## config.mk

```make
export PLATFORM = sky130hd
export DESIGN_NAME = qdec_front
export DESIGN_NICKNAME = d
export VERILOG_FILES = /design/src/rtl/qdec_pkg.sv /design/src/rtl/qdec_sync.sv /design/src/rtl/qdec_prescale.sv /design/src/rtl/qdec_filter.sv /design/src/rtl/qdec_decode.sv /design/src/rtl/qdec_index.sv /design/src/rtl/qdec_front.sv
export SDC_FILE = /design/constraint.sdc
export NUM_CORES = 1
export LEC_CHECK = 0
export ABC_CLOCK_PERIOD_IN_PS = 2550
export BUFFER_PORTS_ARGS = -buffer_cell sky130_fd_sc_hd__buf_2
export CAP_MARGIN = 20
export CORE_UTILIZATION = 25
export CTS_BUF_LIST = sky130_fd_sc_hd__clkbuf_16
export DETAILED_ROUTE_END_ITERATION = 12
export PLACE_DENSITY_LB_ADDON = 0.05
export SETUP_SLACK_MARGIN = 0.15
export SLEW_MARGIN = 10
export SYNTH_ARGS = -nofsm -noshare
export SYNTH_HDL_FRONTEND = slang
export SYNTH_SLANG_ARGS = --single-unit
```

## constraint.sdc

```tcl
create_clock -name clk -period 2.55 [get_ports clk]
set_input_delay 0.51 -clock clk [delete_from_list [all_inputs] [get_ports clk]]
set_output_delay 0.51 -clock clk [all_outputs]
set_load 0.05 [all_outputs]
```

## src/rtl/qdec_pkg.sv

```systemverilog
package qdec_pkg;

  typedef enum logic [1:0] {
    QM_DIRCLK = 2'b00,
    QM_X1     = 2'b01,
    QM_X2     = 2'b10,
    QM_X4     = 2'b11
  } qmode_e;

  // Position of an {A,B} state along the forward Gray sequence 00,10,11,01
  function automatic logic [1:0] gray_pos(input logic a, input logic b);
    case ({a, b})
      2'b00:   return 2'd0;
      2'b10:   return 2'd1;
      2'b11:   return 2'd2;
      default: return 2'd3;
    endcase
  endfunction

endpackage

```

## src/rtl/qdec_sync.sv

```systemverilog
module qdec_sync #(
  parameter int W      = 3,
  parameter int STAGES = 2
) (
  input  logic         clk,
  input  logic         rst,
  input  logic [W-1:0] d,
  output logic [W-1:0] q
);
  logic [W-1:0] stg [STAGES];

  always_ff @(posedge clk) begin
    if (rst) begin
      stg <= '{default: '0};
    end else begin
      stg[0] <= d;
      for (int i = 1; i < STAGES; i++) stg[i] <= stg[i-1];
    end
  end

  assign q = stg[STAGES-1];
endmodule

```

## src/rtl/qdec_prescale.sv

```systemverilog
module qdec_prescale (
  input  logic clk,
  input  logic rst,
  input  logic tick_i,
  input  logic div2_i,
  output logic tick_o
);
  logic phase;

  always_ff @(posedge clk) begin
    if (rst)         phase <= 1'b0;
    else if (tick_i) phase <= ~phase;
  end

  assign tick_o = tick_i & (~div2_i | phase);
endmodule

```

## src/rtl/qdec_filter.sv

```systemverilog
module qdec_filter #(
  parameter int W = 3
) (
  input  logic         clk,
  input  logic         rst,
  input  logic         tick,
  input  logic [W-1:0] raw,
  output logic [W-1:0] filt
);
  for (genvar gi = 0; gi < W; gi++) begin : g_bit
    logic samp_r;
    logic filt_r;

    always_ff @(posedge clk) begin
      if (rst) begin
        samp_r <= 1'b0;
        filt_r <= 1'b0;
      end else if (tick) begin
        samp_r <= raw[gi];
        if (raw[gi] == samp_r) filt_r <= raw[gi];
      end
    end

    assign filt[gi] = filt_r;
  end
endmodule

```

## src/rtl/qdec_decode.sv

```systemverilog
module qdec_decode
  import qdec_pkg::*;
(
  input  logic       clk,
  input  logic       rst,
  input  logic [1:0] mode,
  input  logic       cnt_en,
  input  logic       fa,
  input  logic       fb,
  input  logic       sa,
  input  logic       sb,
  output logic       up,
  output logic       dn
);
  logic [1:0] prev_ab;
  logic       prev_sa;
  logic [1:0] step;
  logic       fwd, rev, a_chg;
  logic       up_c, dn_c;

  always_comb begin
    step  = gray_pos(fa, fb) - gray_pos(prev_ab[1], prev_ab[0]);
    fwd   = (step == 2'd1);
    rev   = (step == 2'd3);
    a_chg = fa ^ prev_ab[1];
    up_c  = 1'b0;
    dn_c  = 1'b0;
    case (qmode_e'(mode))
      QM_DIRCLK: begin
        up_c = sa & ~prev_sa & sb;
        dn_c = sa & ~prev_sa & ~sb;
      end
      QM_X1: begin
        up_c = fwd & a_chg & ~fb;
        dn_c = rev & a_chg & ~fb;
      end
      QM_X2: begin
        up_c = fwd & a_chg;
        dn_c = rev & a_chg;
      end
      default: begin
        up_c = fwd;
        dn_c = rev;
      end
    endcase
  end

  always_ff @(posedge clk) begin
    if (rst) begin
      prev_ab <= 2'b00;
      prev_sa <= 1'b0;
      up      <= 1'b0;
      dn      <= 1'b0;
    end else begin
      prev_ab <= {fa, fb};
      prev_sa <= sa;
      up      <= cnt_en & up_c;
      dn      <= cnt_en & dn_c;
    end
  end
endmodule

```

## src/rtl/qdec_index.sv

```systemverilog
module qdec_index (
  input  logic clk,
  input  logic rst,
  input  logic bypass,
  input  logic pol,
  input  logic idx_f,
  input  logic idx_s,
  input  logic fa,
  input  logic fb,
  output logic pulse
);
  logic act_f, act_s, qual, qual_q;

  always_comb begin
    act_f = pol ? idx_f : ~idx_f;
    act_s = pol ? idx_s : ~idx_s;
    qual  = bypass ? act_s : (act_f & (fa == fb));
  end

  always_ff @(posedge clk) begin
    if (rst) begin
      qual_q <= 1'b0;
      pulse  <= 1'b0;
    end else begin
      qual_q <= qual;
      pulse  <= qual & ~qual_q;
    end
  end
endmodule

```

## src/rtl/qdec_front.sv

```systemverilog
module qdec_front
  import qdec_pkg::*;
#(
  parameter int SYNC_STAGES = 2
) (
  input  logic       clk,
  input  logic       rst,
  input  logic       ftick_i,
  input  logic       fdiv2_i,
  input  logic [1:0] mode_i,
  input  logic       idx_pol_i,
  input  logic       cnt_en_i,
  input  logic       a_i,
  input  logic       b_i,
  input  logic       idx_i,
  output logic       up_o,
  output logic       dn_o,
  output logic       idx_o
);
  localparam int NIN = 3;
  localparam int IA  = 0;
  localparam int IB  = 1;
  localparam int IX  = 2;

  logic [NIN-1:0] raw_s;
  logic [NIN-1:0] raw_f;
  logic           ftick;
  logic [1:0]     filt_ab;
  logic           bypass;

  assign bypass  = (qmode_e'(mode_i) == QM_DIRCLK);
  assign filt_ab = {raw_f[IA], raw_f[IB]};

  qdec_sync #(.W(NIN), .STAGES(SYNC_STAGES)) u_sync (
    .clk (clk),
    .rst (rst),
    .d   ({idx_i, b_i, a_i}),
    .q   (raw_s)
  );

  qdec_prescale u_pre (
    .clk    (clk),
    .rst    (rst),
    .tick_i (ftick_i),
    .div2_i (fdiv2_i),
    .tick_o (ftick)
  );

  qdec_filter #(.W(NIN)) u_filt (
    .clk  (clk),
    .rst  (rst),
    .tick (ftick),
    .raw  (raw_s),
    .filt (raw_f)
  );

  qdec_decode u_dec (
    .clk    (clk),
    .rst    (rst),
    .mode   (mode_i),
    .cnt_en (cnt_en_i),
    .fa     (raw_f[IA]),
    .fb     (raw_f[IB]),
    .sa     (raw_s[IA]),
    .sb     (raw_s[IB]),
    .up     (up_o),
    .dn     (dn_o)
  );

  qdec_index u_idx (
    .clk    (clk),
    .rst    (rst),
    .bypass (bypass),
    .pol    (idx_pol_i),
    .idx_f  (raw_f[IX]),
    .idx_s  (raw_s[IX]),
    .fa     (raw_f[IA]),
    .fb     (raw_f[IB]),
    .pulse  (idx_o)
  );
endmodule

```

Yosys cells after proc, flatten, opt, wreduce, memory -nomap -nowiden
Cells that the tools add are included.

word-level totals
  bits in registers = 20
  output and inout bits = 3

cells by class
  reduce and logical (&&, ||, !) cells = 6
  bitwise operators = 22
  multiplexer cells = 7
  $add $sub $neg = 1
  eq/ne operators = 12

operator list
  kind                                           number
  bitwise AND 1 bit                              12
  == test 2 bit, second input constant           6
  case mux 2 bit (3 select lines)                2
  NOT 1 bit                                      8
  logical NOT 2 bit                              3
  case mux 1 bit (3 select lines)                2
  AND reduction 2 bit                            3
  == test 1 bit                                  4
  == test 2 x 1 -> 1 bit, second input constant  2
  2-to-1 mux 1 bit                               3
  subtractor 2 bit                               1
  bitwise OR 1 bit                               1
  XOR 1 bit                                      1

Logic depth before layout (Yosys ltp)
  depth after elaboration = 8
  mapped depth = 6
  depth with buffers taken out = 6

Hierarchy
Synthesis repeated with hierarchy kept, for this count alone.

second synthesis, totals
  cell total of the unflattened synthesis = 96
  area, all modules = 984.7 sq um

by module, submodules not included
  module         times used  cells an instance  area each (sq um)  seq. area each (sq um)
  qdec_filter    1           32                 335.3              120.1
  qdec_decode    1           32                 309.0              100.1
  qdec_sync      1           15                 180.2              120.1
  qdec_index     1           11                 112.6              40.0
  qdec_prescale  1           5                  43.8               20.0
  qdec_front     1           1                  3.8                0.0

Worst setup path after synthesis
OpenSTA, ideal clock, no wires.

  path kind = register to register
  from = register u_filt.g_bit[0].filt_r
  to = register u_dec.dn
  slack = 1,159 ps
  clock period less this slack = 1,391 ps
  required time = 2,481 ps
  data arrival time = 1,322 ps
  cell stages (with the launch flop) = 6
  buffers on the path = 0
  cell sequence = dfxtp_1 inv_1 ha_1 ha_1 a211o_1 o21ai_1

between the ends
  longest elaborated chain between the ends = 8
  elaborated cells between the ends (all ways) = 11
  those cells by class = 1 x add/sub; 3 x eq/ne; 2 x mux; 4 x bitwise; 1 x reduce/logical

RTL lines
  what                                                       RTL line                              RTL
  from (decl)                                                qdec_filter.sv:12                     logic filt_r;
  from (signal assigned)                                     qdec_filter.sv:20                     if (raw[gi] == samp_r) filt_r <= raw[gi];
  == test 2 bit / logical NOT 2 bit (equally long branches)  qdec_pkg.sv:12                        case ({a, b})
  case mux 2 bit (3 select lines)                            qdec_pkg.sv:12
  subtractor 2 bit                                           qdec_decode.sv:22                     step = gray_pos(fa, fb) - gray_pos(prev_ab[1], prev_ab[0]);
  == test 2 bit                                              qdec_decode.sv:24                     rev = (step == 2'd3);
  bitwise AND 1 bit                                          qdec_decode.sv:35, qdec_decode.sv:39
  bitwise AND 1 bit                                          qdec_decode.sv:35                     dn_c = rev & a_chg & ~fb;
  case mux 1 bit (3 select lines) (*)                        qdec_decode.sv:28                     case (qmode_e'(mode))
  bitwise AND 1 bit (*)                                      qdec_decode.sv:58                     dn <= cnt_en & dn_c;
  to (signal assigned)                                       qdec_decode.sv:58
  to (decl)                                                  qdec_decode.sv:13                     output logic dn

Every way passes the cells marked *; elsewhere a longest branch is shown, timed or not.
A chain may end at the register's enable or synchronous reset.

Worst setup path after layout
  from = register u_filt.g_bit[0].filt_r
  to = register u_dec.up

between the ends
  longest elaborated chain between the ends = 8
  elaborated cells between the ends (all ways) = 11
  those cells by class = 1 x add/sub; 3 x eq/ne; 2 x mux; 4 x bitwise; 1 x reduce/logical

RTL lines
  what                                                       RTL line                              RTL
  == test 2 bit / logical NOT 2 bit (equally long branches)  qdec_pkg.sv:12
  case mux 2 bit (3 select lines)                            qdec_pkg.sv:12
  subtractor 2 bit                                           qdec_decode.sv:22
  == test 2 x 1 -> 1 bit                                     qdec_decode.sv:23                     fwd = (step == 2'd1);
  bitwise AND 1 bit                                          qdec_decode.sv:34, qdec_decode.sv:38
  bitwise AND 1 bit                                          qdec_decode.sv:34                     up_c = fwd & a_chg & ~fb;
  case mux 1 bit (3 select lines) (*)                        qdec_decode.sv:28
  bitwise AND 1 bit (*)                                      qdec_decode.sv:57                     up <= cnt_en & up_c;
  to (signal assigned)                                       qdec_decode.sv:57
  to (decl)                                                  qdec_decode.sv:12                     output logic up,

Marks and branches as above.

==> qor.yml <==
final_layout:
  utilization_pct: 32.7
  final_layout_size_suffix_gt1_share_pct: 17.6
  nFillCells: 343
  area_growth_pct: 24.3
  ff_latch_area_um2: 400
  stdcell_count: 146
  nets: 119
  fin_area_um2: 1000
  multi_input_area_um2: 389
  antenna_cells: 0
synth:
  avgSynthCellArea_um2: 9.35
  synth-edff-count: 0
  synth_area_leaders: "dfxtp_1 50%, ha_1 7.8%, nor2b_1 7.8%"
  synth_top_area_cell: "dfxtp_1"
  ys_seq_area_share_pct: 49.8
  synth_common_cells: "20 x dfxtp_1, 11 x nor2_1, 10 x nor2b_1"
  synth-main-ff-cell: "dfxtp_1"
  async_flop_share_pct: 0
  synth_fp_nets: 102
  yosys_warnings: 0
  synthCells: 86
  ys_types: 21
  yosysMostFrequentCell: "dfxtp_1"
  yosysTopAreaCellShare_pct: 49.8
  ys_ff_latch: 20
  syn_area_um2: 805
critical_path:
  required_ps: 2730
  critPathLaunchType: "register"
  reg2reg_from: "u_filt.g_bit[0].filt_r$_SDFFE_PP0P_"
  critPathArrivalTime_ps: 1680
  cp-end-kind: "register"
  worst-path-max-fanout: 5
  reg2reg_slack_ps: 1060
  crit_start: "u_filt.g_bit[0].filt_r$_SDFFE_PP0P_"
  criticalPathCategory: "reg -> reg"
detailed_routing:
  drt_iter0_markers: 10
  antenna_left: 0
  drc: 0
  dr.pass1.iters: 4
  wl_mm: 1.37
  vias: 594
  vias_per_cell: 4.07
  post_drt_wl_per_cell_um: 9.40
sta:
  clock_skew_ps: 1.13
  hold_slack_ps: 408
  setup_slack_ps: 1060
  max_freq_ghz: 0.669
  min_period_ps: 1490
  hold_viol_final: 0
  fin_tns_setup_ps: 0
  relSlewSlack_pct: 76.6
  slew_violations: 0
  worst_slew_pin_slew_ps: 351
  rsz0062_at_grt: "false"
  setup_viol: 0
  finalCritPeriodShare_pct: 58.6
placed_design:
  gp_congestion: 0.685
  hpwl_mm: 1.01
  place_inst: 142
  port_buffers: 13
  dp_slack_ps: 1060
  place_area_um2: 921
clock_network:
  clk_latency_ps: 250
  cts_buffers: 3
  clkTransAtPathRegs_ps: 50
  clockRootBuffer: "clkbuf_16"
  cts_max_path_buffers: 2
  post_cts_buffers: 0
  cts_tree: "done"
  cts_resized: 0
  htreeDepth: 1
  hold_buffers: 0
  clock-sinks: 20
job:
  drv_cap: 0
die:
  start_util_pct: 26.4
  die_height_um: 58.7
  die_w_um: 58.7
  core_area_um2: 3050
  die-area_um2: 3450
  row_count: 20
  ios: 14
run_status:
  status: "completed"
global_routing:
  antenna_found_initial: 0
  grt_max_degree: 19
  grtUsageTotal_pct: 9.19
  grt_pass1_wl_mm: 2.26
  grt_pass1_vias: 516
  grt.overflow.total: 0
pwr:
  power_leakage_nw: 0.413
  finalPower_mw: 0.683
  pwr_density_cell_nw_per_um2: 683
  vdd_drop_max_v: 0.000216
hold_path:
  hp-class: "reg -> reg"
  worstHoldStart: "u_idx.qual_q$_SDFF_PP0_"
[critical path: stages, from the launching register on]
cell and delay, ps:
dfxtp_1 390, inv_1 80, ha_1 300, ha_1 300
a211o_1 250, o21ai_1 110
[placed cells by master, fill, tap and decap left out, types with 4 or more instances in the layout]
master | Yosys | final
ha_1 | 5 | 5
nand2_1 | 4 | 4
o21ai_0 | 6 | 6
a21oi_1 | 6 | 6
dfxtp_1 | 20 | 20
nor2_1 | 11 | 11
buf_2 | 0 | 13
xnor2_1 | 4 | 4
nor2b_1 | 10 | 10
[power breakdown]
| part | internal (mW) | switching, mW |
|---|---|---|
| combinational | 0.0177 | 0.0236 |
| sequential | 0.323 | 0.00492 |
| clock | 0.208 | 0.106 |
[path summary, 6_finish.rpt]
path	end	depth (start not counted)
worst max register to register	u_dec.up$_SDFF_PP0_	5
worst max-delay path	u_dec.up$_SDFF_PP0_	5
worst min-delay path	u_idx.pulse$_SDFF_PP0_	1
worst min register to register	u_idx.pulse$_SDFF_PP0_	1
[layout make-up]
class,instances,area share (%)
Sequential cell,20,40.1
Multi-Input combinational cell,62,38.9
Clock buffer,3,7.51
Timing Repair Buffer,13,6.51
Tap cell,44,5.51
Inverter,3,1.13
Clock inverter,1,0.375
[registers in the layout, summed over array words and instances (netlist names)]
| signal | flops |
|---|---|
| u_filt.g_bit.filt_r | 3 |
| u_filt.g_bit.samp_r | 3 |
| u_sync.q | 3 |
| u_sync.stg | 3 |
| u_dec.prev_ab | 2 |
| u_dec.dn | 1 |
| u_dec.prev_sa | 1 |
| u_dec.up | 1 |
| u_idx.pulse | 1 |
| u_idx.qual_q | 1 |
| u_pre.phase | 1 |
[routing by layer]
layer / vias to the layer above / track usage [%] / part of all wire, %
met5: - / 0 / 0
met4: 0 / 6.12 / 1.2
met3: 2 / 2.86 / 5.2
met2: 14 / 13.6 / 43
met1: 260 / 11.4 / 51
li1: 318 / - / -
[logic make-up (layout without fill, tap and decap cells)]
logic type / after synthesis / after routing / synth area share, %
flip-flops: 20 / 20 / 49.8
AND/OR/NAND/NOR: 32 / 32 / 20.5
XOR/XNOR: 7 / 7 / 7.62
adder cells (fa/ha/maj): 5 / 5 / 7.78
AO/OA/AOI/OAI: 18 / 18 / 12.4
buffers and inverters: 4 / 20 / 1.87
Note: power is estimated with default switching activity, not from simulation.
